## config.mk

```make
export PLATFORM = sky130hd
export DESIGN_NAME = table_fsm
export DESIGN_NICKNAME = d
export VERILOG_FILES = /design/src/rtl/tfsm_pkg.sv /design/src/rtl/tfsm_addr.sv /design/src/rtl/tfsm_rom.sv /design/src/rtl/tfsm_unpack.sv /design/src/rtl/table_fsm.sv
export SDC_FILE = /design/constraint.sdc
export NUM_CORES = 1
export LEC_CHECK = 0
export ABC_CLOCK_PERIOD_IN_PS = 1360
export BUFFER_PORTS_ARGS = -buffer_cell sky130_fd_sc_hd__buf_2
export CAP_MARGIN = 10
export CORE_AREA = 2 2 39 41
export DETAILED_ROUTE_END_ITERATION = 8
export DIE_AREA = 0 0 41 43
export PLACE_DENSITY = 0.56
export SETUP_SLACK_MARGIN = 0.05
export SLEW_MARGIN = 0
export SYNTH_ARGS = -nofsm -noshare
export SYNTH_HDL_FRONTEND = slang
export SYNTH_HIERARCHICAL = 1
export SYNTH_SLANG_ARGS = --single-unit
```

## constraint.sdc

```tcl
create_clock -name clk -period 1.36 [get_ports clk]
set_input_delay 0.136 -clock clk [delete_from_list [all_inputs] [get_ports clk]]
set_output_delay 0.136 -clock clk [all_outputs]
set_load 0.03 [all_outputs]
```

## src/rtl/tfsm_pkg.sv

```systemverilog
package tfsm_pkg;

   // Demonstration transition function: next state from state and input vector.
   function automatic int tfsm_next(input int st, input int ins);
      int i0;
      int i1;
      i0 = ins & 1;
      i1 = (ins >> 1) & 1;
      case (st)
         0:       return (i0 != 0) ? 1 : 0;
         1:       return (i1 != 0) ? 2 : 3;
         2:       return 3;
         3:       return (i0 != 0) ? 0 : 4;
         4:       return ((i0 != 0) && (i1 != 0)) ? 0 : 4;
         default: return 0;
      endcase
   endfunction

   // Moore outputs belonging to a state; undriven bits stay 0.
   function automatic int tfsm_outs(input int st);
      case (st)
         1:       return 1;
         2:       return 2;
         3:       return 3;
         default: return 0;
      endcase
   endfunction

   function automatic bit tfsm_used(input int st);
      return (st >= 0) && (st <= 4);
   endfunction

endpackage

```

## src/rtl/tfsm_addr.sv

```systemverilog
module tfsm_addr #(
   parameter int STATE_W = 5,
   parameter int IN_W    = 2,
   localparam int AW     = STATE_W + IN_W
) (
   input  logic [STATE_W-1:0] state,
   input  logic [IN_W-1:0]    in_bits,
   output logic [AW-1:0]      addr
);
   // State in the low field, inputs directly above it.
   for (genvar k = 0; k < AW; k++) begin : g_bit
      if (k < STATE_W) begin : g_st
         assign addr[k] = state[k];
      end else begin : g_in
         assign addr[k] = in_bits[k-STATE_W];
      end
   end
endmodule

```

## src/rtl/tfsm_rom.sv

```systemverilog
module tfsm_rom #(
   parameter int STATE_W = 5,
   parameter int IN_W    = 2,
   parameter int OUT_W   = 2,
   localparam int AW     = STATE_W + IN_W,
   localparam int WORD_W = STATE_W + OUT_W,
   localparam int DEPTH  = 1 << AW
) (
   input  logic              clk,
   input  logic              rst,
   input  logic [AW-1:0]     addr,
   output logic [WORD_W-1:0] q
);
   localparam int ST_MASK  = (1 << STATE_W) - 1;
   localparam int OUT_MASK = (1 << OUT_W) - 1;

   logic [WORD_W-1:0] tbl [DEPTH];

   for (genvar a = 0; a < DEPTH; a++) begin : g_word
      localparam int ST_C = a & ST_MASK;
      localparam int IN_C = a >> STATE_W;
      localparam int NX_C = tfsm_pkg::tfsm_next(ST_C, IN_C) & ST_MASK;
      localparam int OU_C = tfsm_pkg::tfsm_outs(NX_C) & OUT_MASK;
      assign tbl[a] = WORD_W'((OU_C << STATE_W) | NX_C);
   end

   always_ff @(posedge clk) begin
      if (rst) q <= '0;
      else     q <= tbl[addr];
   end
endmodule

```

## src/rtl/tfsm_unpack.sv

```systemverilog
module tfsm_unpack #(
   parameter int STATE_W = 5,
   parameter int OUT_W   = 2,
   localparam int WORD_W = STATE_W + OUT_W
) (
   input  logic [WORD_W-1:0]  word,
   output logic [STATE_W-1:0] state,
   output logic [OUT_W-1:0]   out_bits
);
   assign state    = word[STATE_W-1:0];
   assign out_bits = word[WORD_W-1:STATE_W];
endmodule

```

## src/rtl/table_fsm.sv

```systemverilog
module table_fsm #(
   parameter int STATE_W = 5,
   parameter int IN_W    = 2,
   parameter int OUT_W   = 2
) (
   input  logic               clk,
   input  logic               rst,
   input  logic [IN_W-1:0]    in_bits,
   output logic [OUT_W-1:0]   out_bits,
   output logic [STATE_W-1:0] state
);
   localparam int AW     = STATE_W + IN_W;
   localparam int WORD_W = STATE_W + OUT_W;

   if (STATE_W < 3 || STATE_W > 8) begin : g_bad_sw
      $error("table_fsm: STATE_W must lie in 3..8");
   end
   if (IN_W < 2 || OUT_W < 2) begin : g_bad_io
      $error("table_fsm: demonstration table needs two inputs and two outputs");
   end
   if (AW > 12) begin : g_bad_aw
      $error("table_fsm: address wider than 12 bits");
   end

   logic [AW-1:0]     addr;
   logic [WORD_W-1:0] word;

   tfsm_addr #(.STATE_W(STATE_W), .IN_W(IN_W)) u_addr (
      .state   (state),
      .in_bits (in_bits),
      .addr    (addr)
   );

   tfsm_rom #(.STATE_W(STATE_W), .IN_W(IN_W), .OUT_W(OUT_W)) u_rom (
      .clk  (clk),
      .rst  (rst),
      .addr (addr),
      .q    (word)
   );

   tfsm_unpack #(.STATE_W(STATE_W), .OUT_W(OUT_W)) u_unpack (
      .word     (word),
      .state    (state),
      .out_bits (out_bits)
   );
endmodule

```

==> results.py, run 1 <==
metrics = {
    "timing": {
        "fin_worst_skew_ns": 0.000507,
        "setup_viol_count_final": 0,
        "rsz0062_at_grt": "no",
        "fin_crit_ns": 1.16,
        "finalSetupTns_ns": 0,
        "fin_crit_sh": 0.852,
        "maxSlewViolCount": 0,
        "fmax_mhz": 863,
        "hold_viol_final": 0,
    },
    "clock_tree": {
        "post_cts_buffers": 0,
        "clk_path_buf_depth": 2,
        "cts_root_buffer": "clkbuf_4",
        "ctsHoldBuffers": 0,
        "tritoncts": "yes",
        "htreeDepth": 1,
        "cts_made_buffers": 3,
        "cts.repair.resized": 0,
        "cts.clk_slew.worst_paths_ns": 0.04,
        "clock_latency_ns": 0.23,
        "clkSinkCount": 3,
    },
    "power": {
        "finalPower_mw": 0.280,
        "leakage_nw": 0.141,
        "ir_drop_mv": 0.427,
        "power_density_nw_per_um2": 965,
    },
    "synthesis": {
        "yosysTopAreaCell": "buf_4",
        "syn_area_per_cell_um2": 8.18,
        "synthArstFlopShare": 0,
        "netlist_instances": 41,
        "synth_cell_type_count": 14,
        "ys.flop_type": "dfxtp_1",
        "syn_area_um2": 335,
        "yosysSeqAreaShare": 0.179,
        "synth_area_leaders": "buf_4, dfxtp_1, ha_1",
        "synth-edff-count": 0,
        "synth_seq_cells": 3,
        "synth_common_cells": "buf_4, ha_1, dfxtp_1, inv_1, nor2_1",
        "yosys_warnings": 6,
        "synth_most_common_cell": "buf_4",
        "synth_top_area_frac": 0.403,
    },
    "final_layout": {
        "regMostFlops": "u_rom/q",
        "seqCellArea_um2": 60.1,
        "multi_input_area_um2": 133,
        "drive_gt1_frac": 0.361,
        "antennaDiodeCount": 0,
        "area_growth_pct": -13.4,
        "reg_top3": "u_rom/q: 3 flops",
        "nets": 45,
        "design_area_um2": 290,
        "nFillCells": 166,
        "largest_reg_flops": 3,
        "layoutNonFillerInstCount": 52,
    },
    "route": {
        "wire_per_inst_um": 8.42,
        "vias": 187,
        "via_per_inst": 3.60,
        "drt_iter0_drc": 3,
        "drc": 0,
        "drt_pass1_iterations": 4,
        "drt_wl_total_um": 438,
        "antenna_left": 0,
    },
    "worst_setup_path": {
        "crit_path_start_kind": "register",
        "cp_top_family": "flip-flops",
        "crit_path_end_kind": "register",
        "worstRegToRegCells": 4,
        "worstPathCellList": "inv_1 > ha_1 > a22oi_1 > a21oi_2",
        "crit_type": "register to register",
        "path_max_fanout": 5,
        "cp_data_arrival_time_ns": 1.28,
        "critical_path_required_ns": 1.48,
        "rr_startpoint": "u_rom/q[5]$_SDFF_PP0_",
        "slowest_delay_ns": 0.38,
        "slowest_stage": "dfxtp_1",
        "cp_num_buf_inv": 1,
        "r2r_slack_ns": 0.20,
        "r2r-end": "u_rom/q[5]$_SDFF_PP0_",
    },
    "placement": {
        "gp_congestion": 0.576,
        "dp_hpwl_um": 342,
        "port_buffers": 8,
        "placed_area_um2": 264,
        "placed_cells": 48,
    },
    "global_route": {
        "grt_max_degree": 7,
        "overflow": 0,
        "antenna_found_initial": 0,
        "grt_use_total": 0.0622,
        "grt_pass1_vias": 174,
        "grt_pass1_wl_um": 669,
    },
    "run": {
        "drv_cap": 0,
    },
    "hold_path": {
        "hp-class": "primary input to register",
        "holdCritStartpoint": "rst",
        "worstHoldPathCells": 2,
        "min_to": "u_rom/q[2]$_SDFF_PP0_",
    },
    "die": {
        "start_util": 0.242,
        "fp.dieW_um": 41,
        "die-height_um": 43,
        "rows": 14,
        "die_area_um2": 1760,
        "io_pins": 11,
        "placeableCoreArea_um2": 1380,
    },
    "status": {
        "status": "finished, final reports clean",
    },
}
## per-stage QoR
stage	utilization	hold slack [ns]	setup slack, ns
detailed placement	0.191	0.322	0.191
finish	0.210	0.0803	0.202
CTS	0.210	0.0677	0.186
floorplan	-	0.213	0.0658
global route	0.210	0.0636	0.110
global placement	0.191	0.319	0.201
## cells by family after synthesis
group / count (synthesis) / synth area share
AND/OR/NAND/NOR: 9 / 0.149
other: 1 / 0.0112
adder cells (fa/ha/maj): 4 / 0.149
flip-flops: 3 / 0.179
AO/OA/AOI/OAI: 3 / 0.0746
buffers and inverters: 21 / 0.437
## worst register-to-register path, stage by stage (launching register included)
cell	delay, ns
dfxtp_1	0.38
inv_1	0.08
ha_1	0.30
a22oi_1	0.21
a21oi_2	0.08
## power by group
part / switching [mW] / internal, mW / total (mW)
Sequential: 0.00129 / 0.0896 / 0.0909
Clock: 0.0461 / 0.110 / 0.156
Combinational: 0.0228 / 0.0104 / 0.0332
Total: 0.0702 / 0.210 / 0.280
## area by class of cell
class	instances	share of cell area
well taps	16	0.0690
flip-flops and latches	3	0.207
repair buffers	8	0.138
multi-input cells	18	0.457
inverters	3	0.0388
clock buffers	4	0.0905
## cells in the final DEF (no fill, tap or decap)
cell type and n:
nand2b_1 2, dfxtp_1 3, conb_1 2, a21oi_2 1, ha_1 4, a22oi_1 1
nand3_1 1, or4_4 1, clkbuf_4 3, nand2_1 1, buf_2 8, clkbuf_1 1
inv_1 3, a32oi_1 1, nor4_1 1, nor2_1 3
## per-layer routing
metal | up-vias | track usage | share of wire
met3 | 0 | 0.0471 | 0.098
met4 | 0 | 0.0400 | 0
met2 | 9 | 0.0688 | 0.40
met5 | - | 0 | 0
met1 | 77 | 0.0801 | 0.50
li1 | 101 | - | -
## how the worst max path moves through the flow
stage	start	endpoint	cells past startpoint
5_1_grt	u_rom/q[1]$_SDFF_PP0_	u_rom/q[5]$_SDFF_PP0_	4
3_3_place_gp	u_rom/q[5]$_SDFF_PP0_	u_rom/q[5]$_SDFF_PP0_	4
6_report	u_rom/q[5]$_SDFF_PP0_	u_rom/q[5]$_SDFF_PP0_	4
4_1_cts	u_rom/q[5]$_SDFF_PP0_	u_rom/q[5]$_SDFF_PP0_	4
3_5_place_dp	u_rom/q[5]$_SDFF_PP0_	u_rom/q[5]$_SDFF_PP0_	4
2_1_floorplan	u_rom/q[5]$_SDFF_PP0_	u_rom/q[5]$_SDFF_PP0_	6
Note: power is estimated with default switching activity, not from simulation.
==> run 2: changes to the inputs <==
REMOVE_ABC_BUFFERS = 1   (was unset)
==> run 2 against run 1 <==
- first-iteration DRC count is 33% higher
- global-route usage decreased by 0.11 points
- largest power group unchanged
- sequential power barely moved
- routed wire length down 4.1%
- combinational power barely moved
==> results.py, run 2 (synthesized netlist as in run 1, its figures left out) <==
metrics = {
    "power": {
        "finalPower_mw": 0.279,
        "ir_drop_mv": 0.344,
        "power_density_nw_per_um2": 962,
        "pwr-share-seq": 0.325,
        "power.share.switching": 0.249,
        "combPwrFrac": 0.119,
        "power.internal_mw": 0.210,
        "p_clk_frac": 0.556,
        "switching_power_mw": 0.0695,
        "leakage_nw": 0.141,
    },
    "placement": {
        "port_buffers": 8,
        "gp_congestion": 0.702,
        "placed_cells": 48,
        "dp_hpwl_um": 341,
        "preCtsSetupSlack_ns": 0.184,
    },
    "global_route": {
        "overflow": 0,
        "grt_use_total": 0.0611,
        "antenna_found_initial": 0,
        "grt_max_degree": 7,
        "grt_pass1_vias": 174,
        "grt_pass1_wl_um": 690,
    },
    "clock_tree": {
        "htreeDepth": 1,
        "post_cts_buffers": 0,
        "cts.repair.resized": 0,
        "clock_latency_ns": 0.23,
        "tritoncts": "yes",
        "cts.clk_slew.worst_paths_ns": 0.04,
        "ctsHoldBuffers": 0,
        "cts_root_buffer": "clkbuf_4",
        "clk_path_buf_depth": 2,
        "clkSinkCount": 3,
        "cts_made_buffers": 3,
    },
    "worst_setup_path": {
        "worstRegToRegCells": 4,
        "crit_type": "register to register",
        "crit_start": "u_rom/q[5]$_SDFF_PP0_",
        "crit_path_start_kind": "register",
        "cp_data_arrival_time_ns": 1.29,
        "critical_path_required_ns": 1.47,
        "path_max_fanout": 5,
        "rr_startpoint": "u_rom/q[5]$_SDFF_PP0_",
        "crit_path_end_kind": "register",
        "timing.critical_path.to": "u_rom/q[5]$_SDFF_PP0_",
        "r2r_slack_ns": 0.18,
        "r2r-end": "u_rom/q[5]$_SDFF_PP0_",
    },
    "final_layout": {
        "final_cell_mix": "buf_2, ha_1",
        "nets": 45,
        "largest_reg_flops": 3,
        "reg_top3": "u_rom/q: 3 flops",
        "area_growth_pct": -13.4,
        "antennaDiodeCount": 0,
        "final_common_cell": "buf_2",
        "drive_gt1_frac": 0.361,
        "regMostFlops": "u_rom/q",
        "layoutNonFillerInstCount": 52,
    },
    "route": {
        "drc": 0,
        "drt_pass1_iterations": 3,
        "antenna_left": 0,
        "via_per_inst": 3.60,
        "drt_iter0_drc": 4,
        "vias": 187,
        "wire_per_inst_um": 8.08,
        "drt_wl_total_um": 420,
    },
    "die": {
        "fp.dieW_um": 41,
        "rows": 14,
        "die-height_um": 43,
        "io_pins": 11,
        "start_util": 0.242,
        "die_area_um2": 1760,
        "placeableCoreArea_um2": 1380,
    },
    "timing": {
        "maxSlewViolCount": 0,
        "fin_worst_skew_ns": 0.000635,
        "fin_crit_ns": 1.18,
        "timing.hold.ws_ns": 0.0810,
        "setup_viol_count_final": 0,
        "fin_crit_sh": 0.866,
        "worst_slack_ns": 0.183,
        "fmax_mhz": 850,
        "hold_viol_final": 0,
        "rsz0062_at_grt": "no",
    },
    "run": {
        "drv_cap": 0,
    },
    "hold_path": {
        "hp-class": "primary input to register",
    },
    "status": {
        "status": "finished, final reports clean",
    },
}
run 2: area by class of cell:
class | instances | area [um^2]
Tap cell | 16 | 20.0
Multi-Input combinational cell | 18 | 133
Timing Repair Buffer | 8 | 40.0
Inverter | 3 | 11.3
Sequential cell | 3 | 60.1
Clock buffer | 4 | 26.3
Fill cell | 155 | 1090
run 2: worst min-delay path by stage:
stage          from               endpoint  slack, ns  depth (start not counted)
2_1_floorplan   rst  u_rom/q[2]$_SDFF_PP0_       0.21                          1
3_3_place_gp    rst  u_rom/q[2]$_SDFF_PP0_       0.32                          2
3_5_place_dp    rst  u_rom/q[2]$_SDFF_PP0_       0.32                          2
4_1_cts         rst  u_rom/q[2]$_SDFF_PP0_       0.07                          2
5_1_grt         rst  u_rom/q[2]$_SDFF_PP0_        0.1                          2
6_report        rst  u_rom/q[2]$_SDFF_PP0_       0.08                          2
run 2: per-layer routing:
layer | part of all wire | vias to the layer above | track usage | wire length, um
li1 | - | 101 | - | -
met4 | 0 | 0 | 0.0600 | 0
met3 | 0.11 | 0 | 0.0366 | 45
met2 | 0.41 | 7 | 0.0719 | 172
met5 | 0 | - | 0 | 0
met1 | 0.48 | 79 | 0.0703 | 202
run 2: through the flow:
step / TNS (ns) / utilization / cell area [um^2]
3_5_place_dp: 0 / 0.191 / 264
5_1_grt: 0 / 0.210 / 290
3_3_place_gp: 0 / 0.191 / 264
6_report: 0 / 0.210 / 290
2_1_floorplan: -0.223 / - / 204
4_1_cts: 0 / 0.210 / 290
run 2: power groups by stage:
stage / Sequential (mW) / Combinational [mW] / Clock, mW
after floorplan: 0.0964 / 0.0182 / 0
after global placement: 0.0920 / 0.0332 / 0
after detailed placement: 0.0923 / 0.0328 / 0
after CTS: 0.0909 / 0.0330 / 0.167
after global routing: 0.0911 / 0.0362 / 0.172
final: 0.0909 / 0.0331 / 0.155
run 2: worst max-delay path: stages, from the launching register on:
cell     delay (ns)
dfxtp_1        0.38
inv_1          0.08
ha_1           0.31
a22oi_1        0.21
a21oi_2        0.08
==> run 3: changes to the inputs <==
PLACE_DENSITY = 0.44   (was 0.56)
REMOVE_ABC_BUFFERS = unset   (was 1)
SYNTH_HIERARCHICAL = unset   (was 1)
==> run 3 against run 2 <==
- critical path depth unchanged
- utilization decreased by 1.8 points
- worst setup slack got worse by 0.0028 ns
- sequential power grew 25%
- power rose by 40%
- critical endpoint is now u_rom.q[5]$_SDFF_PP0_
- sequential share of layout area is 2.9 points higher
- clock-buffer cell count unchanged
==> results.py, run 3 <==
metrics = {
    "final_layout": {
        "final_common_cell": "buf_2",
        "area_growth_pct": 34.2,
        "drive_gt1_frac": 0.438,
        "largest_reg_flops": 3,
        "regMostFlops": "u_rom.q",
        "reg_top3": "u_rom.q: 3 flops",
        "final_cell_mix": "buf_2, inv_1, ha_1, clkbuf_4",
        "nFillCells": 163,
        "nets": 40,
        "antennaDiodeCount": 0,
    },
    "clock_tree": {
        "clk_path_buf_depth": 2,
        "htreeDepth": 1,
        "clkSinkCount": 3,
        "cts_made_buffers": 3,
        "cts.clk_slew.worst_paths_ns": 0.04,
        "clock_latency_ns": 0.23,
        "post_cts_buffers": 0,
        "tritoncts": "yes",
        "cts_root_buffer": "clkbuf_4",
        "ctsHoldBuffers": 0,
        "cts.repair.resized": 0,
    },
    "placement": {
        "dp_hpwl_um": 278,
        "port_buffers": 8,
        "gp_congestion": 0.601,
    },
    "power": {
        "power_density_nw_per_um2": 1480,
        "leakage_nw": 0.131,
        "ir_drop_mv": 0.521,
    },
    "worst_setup_path": {
        "cp_num_buf_inv": 1,
        "slowest_delay_ns": 0.34,
        "crit_path_end_kind": "register",
        "path_max_fanout": 4,
        "slowest_stage": "dfxtp_2",
        "rr_startpoint": "u_rom.q[5]$_SDFF_PP0_",
        "crit_path_start_kind": "register",
        "worstPathCellList": "inv_1 > ha_1 > o21ai_1 > a2111oi_2",
        "critical_path_required_ns": 1.47,
        "crit_type": "register to register",
        "timing.critical_path.to": "u_rom.q[5]$_SDFF_PP0_",
        "r2r_slack_ns": 0.18,
        "r2r-end": "u_rom.q[5]$_SDFF_PP0_",
        "cp_top_family": "compound AO/OA/AOI/OAI gates",
        "cp_data_arrival_time_ns": 1.29,
        "path_depth": 4,
        "worstRegToRegCells": 4,
        "crit_start": "u_rom.q[5]$_SDFF_PP0_",
    },
    "synthesis": {
        "yosysSeqAreaShare": 0.304,
        "synthArstFlopShare": 0,
        "yosys_warnings": 0,
        "synth_common_cells": "buf_4, dfxtp_1, ha_1, inv_1",
        "synth-edff-count": 0,
        "syn_area_um2": 198,
        "synth_seq_cells": 3,
        "netlist_instances": 23,
        "yosysTopAreaCell": "dfxtp_1",
        "syn_area_per_cell_um2": 8.60,
        "synth_area_leaders": "dfxtp_1, ha_1, buf_4",
        "synth_top_area_frac": 0.304,
        "ys.flop_type": "dfxtp_1",
        "synth_most_common_cell": "buf_4",
        "synth_cell_type_count": 12,
    },
    "global_route": {
        "grt_pass1_wl_um": 545,
        "overflow": 0,
        "grt_use_total": 0.0512,
        "grt_max_degree": 6,
        "antenna_found_initial": 0,
        "grt_pass1_vias": 127,
    },
    "run": {
        "drv_cap": 0,
    },
    "timing": {
        "rsz0062_at_grt": "no",
        "finalSetupTns_ns": 0,
        "timing.hold.ws_ns": 0.110,
        "setup_viol_count_final": 0,
        "fmax_mhz": 848,
        "fin_crit_sh": 0.868,
        "maxSlewViolCount": 0,
        "fin_crit_ns": 1.18,
        "hold_viol_final": 0,
        "fin_worst_skew_ns": 0.000343,
    },
    "die": {
        "die-height_um": 43,
        "start_util": 0.143,
        "die_area_um2": 1760,
        "rows": 14,
        "fp.dieW_um": 41,
        "io_pins": 11,
        "placeableCoreArea_um2": 1380,
    },
    "hold_path": {
        "hp-class": "primary input to register",
        "worstHoldPathCells": 2,
    },
    "route": {
        "antenna_left": 0,
        "vias": 171,
        "drt_pass1_iterations": 2,
        "drt_wl_total_um": 375,
        "wire_per_inst_um": 7.81,
        "via_per_inst": 3.56,
        "drt_iter0_drc": 4,
        "drc": 0,
    },
    "status": {
        "status": "finished, final reports clean",
    },
}
==> run 3: layout make-up <==
cell class / instances / area (um^2) / share of cell area
tap: 16 / 20.0 / 0.0755
inverter: 3 / 11.3 / 0.0425
timing repair buffer: 8 / 40.0 / 0.151
multi-input combinational: 14 / 105 / 0.396
sequential: 3 / 62.6 / 0.236
clock buffer: 4 / 26.3 / 0.0991
==> run 3: how the worst min path moves through the flow <==
| stage | startpoint | to | slack [ns] |
|---|---|---|---|
| 6_report | rst | u_rom.q[1]$_SDFF_PP0_ | 0.11 |
| 5_1_grt | rst | u_rom.q[1]$_SDFF_PP0_ | 0.11 |
| 4_1_cts | rst | u_rom.q[1]$_SDFF_PP0_ | 0.09 |
| 3_5_place_dp | rst | u_rom.q[1]$_SDFF_PP0_ | 0.33 |
| 3_3_place_gp | rst | u_rom.q[1]$_SDFF_PP0_ | 0.33 |
| 2_1_floorplan | rst | u_rom.q[1]$_SDFF_PP0_ | 0.20 |
==> run 3: kinds of logic (layout without fill, tap and decap cells) <==
family / after synthesis / count (layout) / share of synthesized area
flip-flops: 3 / 3 / 0.304
buffers and inverters: 7 / 15 / 0.209
AND/OR/NAND/NOR: 5 / 5 / 0.133
other: 1 / 2 / 0.0190
adder cells (fa/ha/maj): 3 / 3 / 0.190
AO/OA/AOI/OAI: 4 / 4 / 0.146
==> run 3: per-stage QoR <==
stage	total power [mW]	setup WS (ns)	util	instances	area [um^2]
2_1_floorplan	0.218	0.0725	-	24	204
3_3_place_gp	0.238	0.0797	0.169	44	234
3_5_place_dp	0.238	0.106	0.169	44	234
4_1_cts	0.397	0.0654	0.188	48	260
5_1_grt	0.423	0.0765	0.192	48	265
6_report	0.392	0.180	0.192	48	265
==> run 3: per-layer routing <==
| metal | vias to the layer above | global-route usage | routed length [um] |
|---|---|---|---|
| met5 | - | 0 | 0 |
| met4 | 0 | 0.0400 | 0 |
| met3 | 0 | 0.0471 | 43 |
| met2 | 9 | 0.0438 | 149 |
| met1 | 73 | 0.0705 | 182 |
| li1 | 89 | - | - |
==> run 3: where the power goes <==
part	internal [mW]	switching, mW
combinational	0.0420	0.0845
sequential	0.102	0.0121
clock	0.110	0.0414
total	0.254	0.138
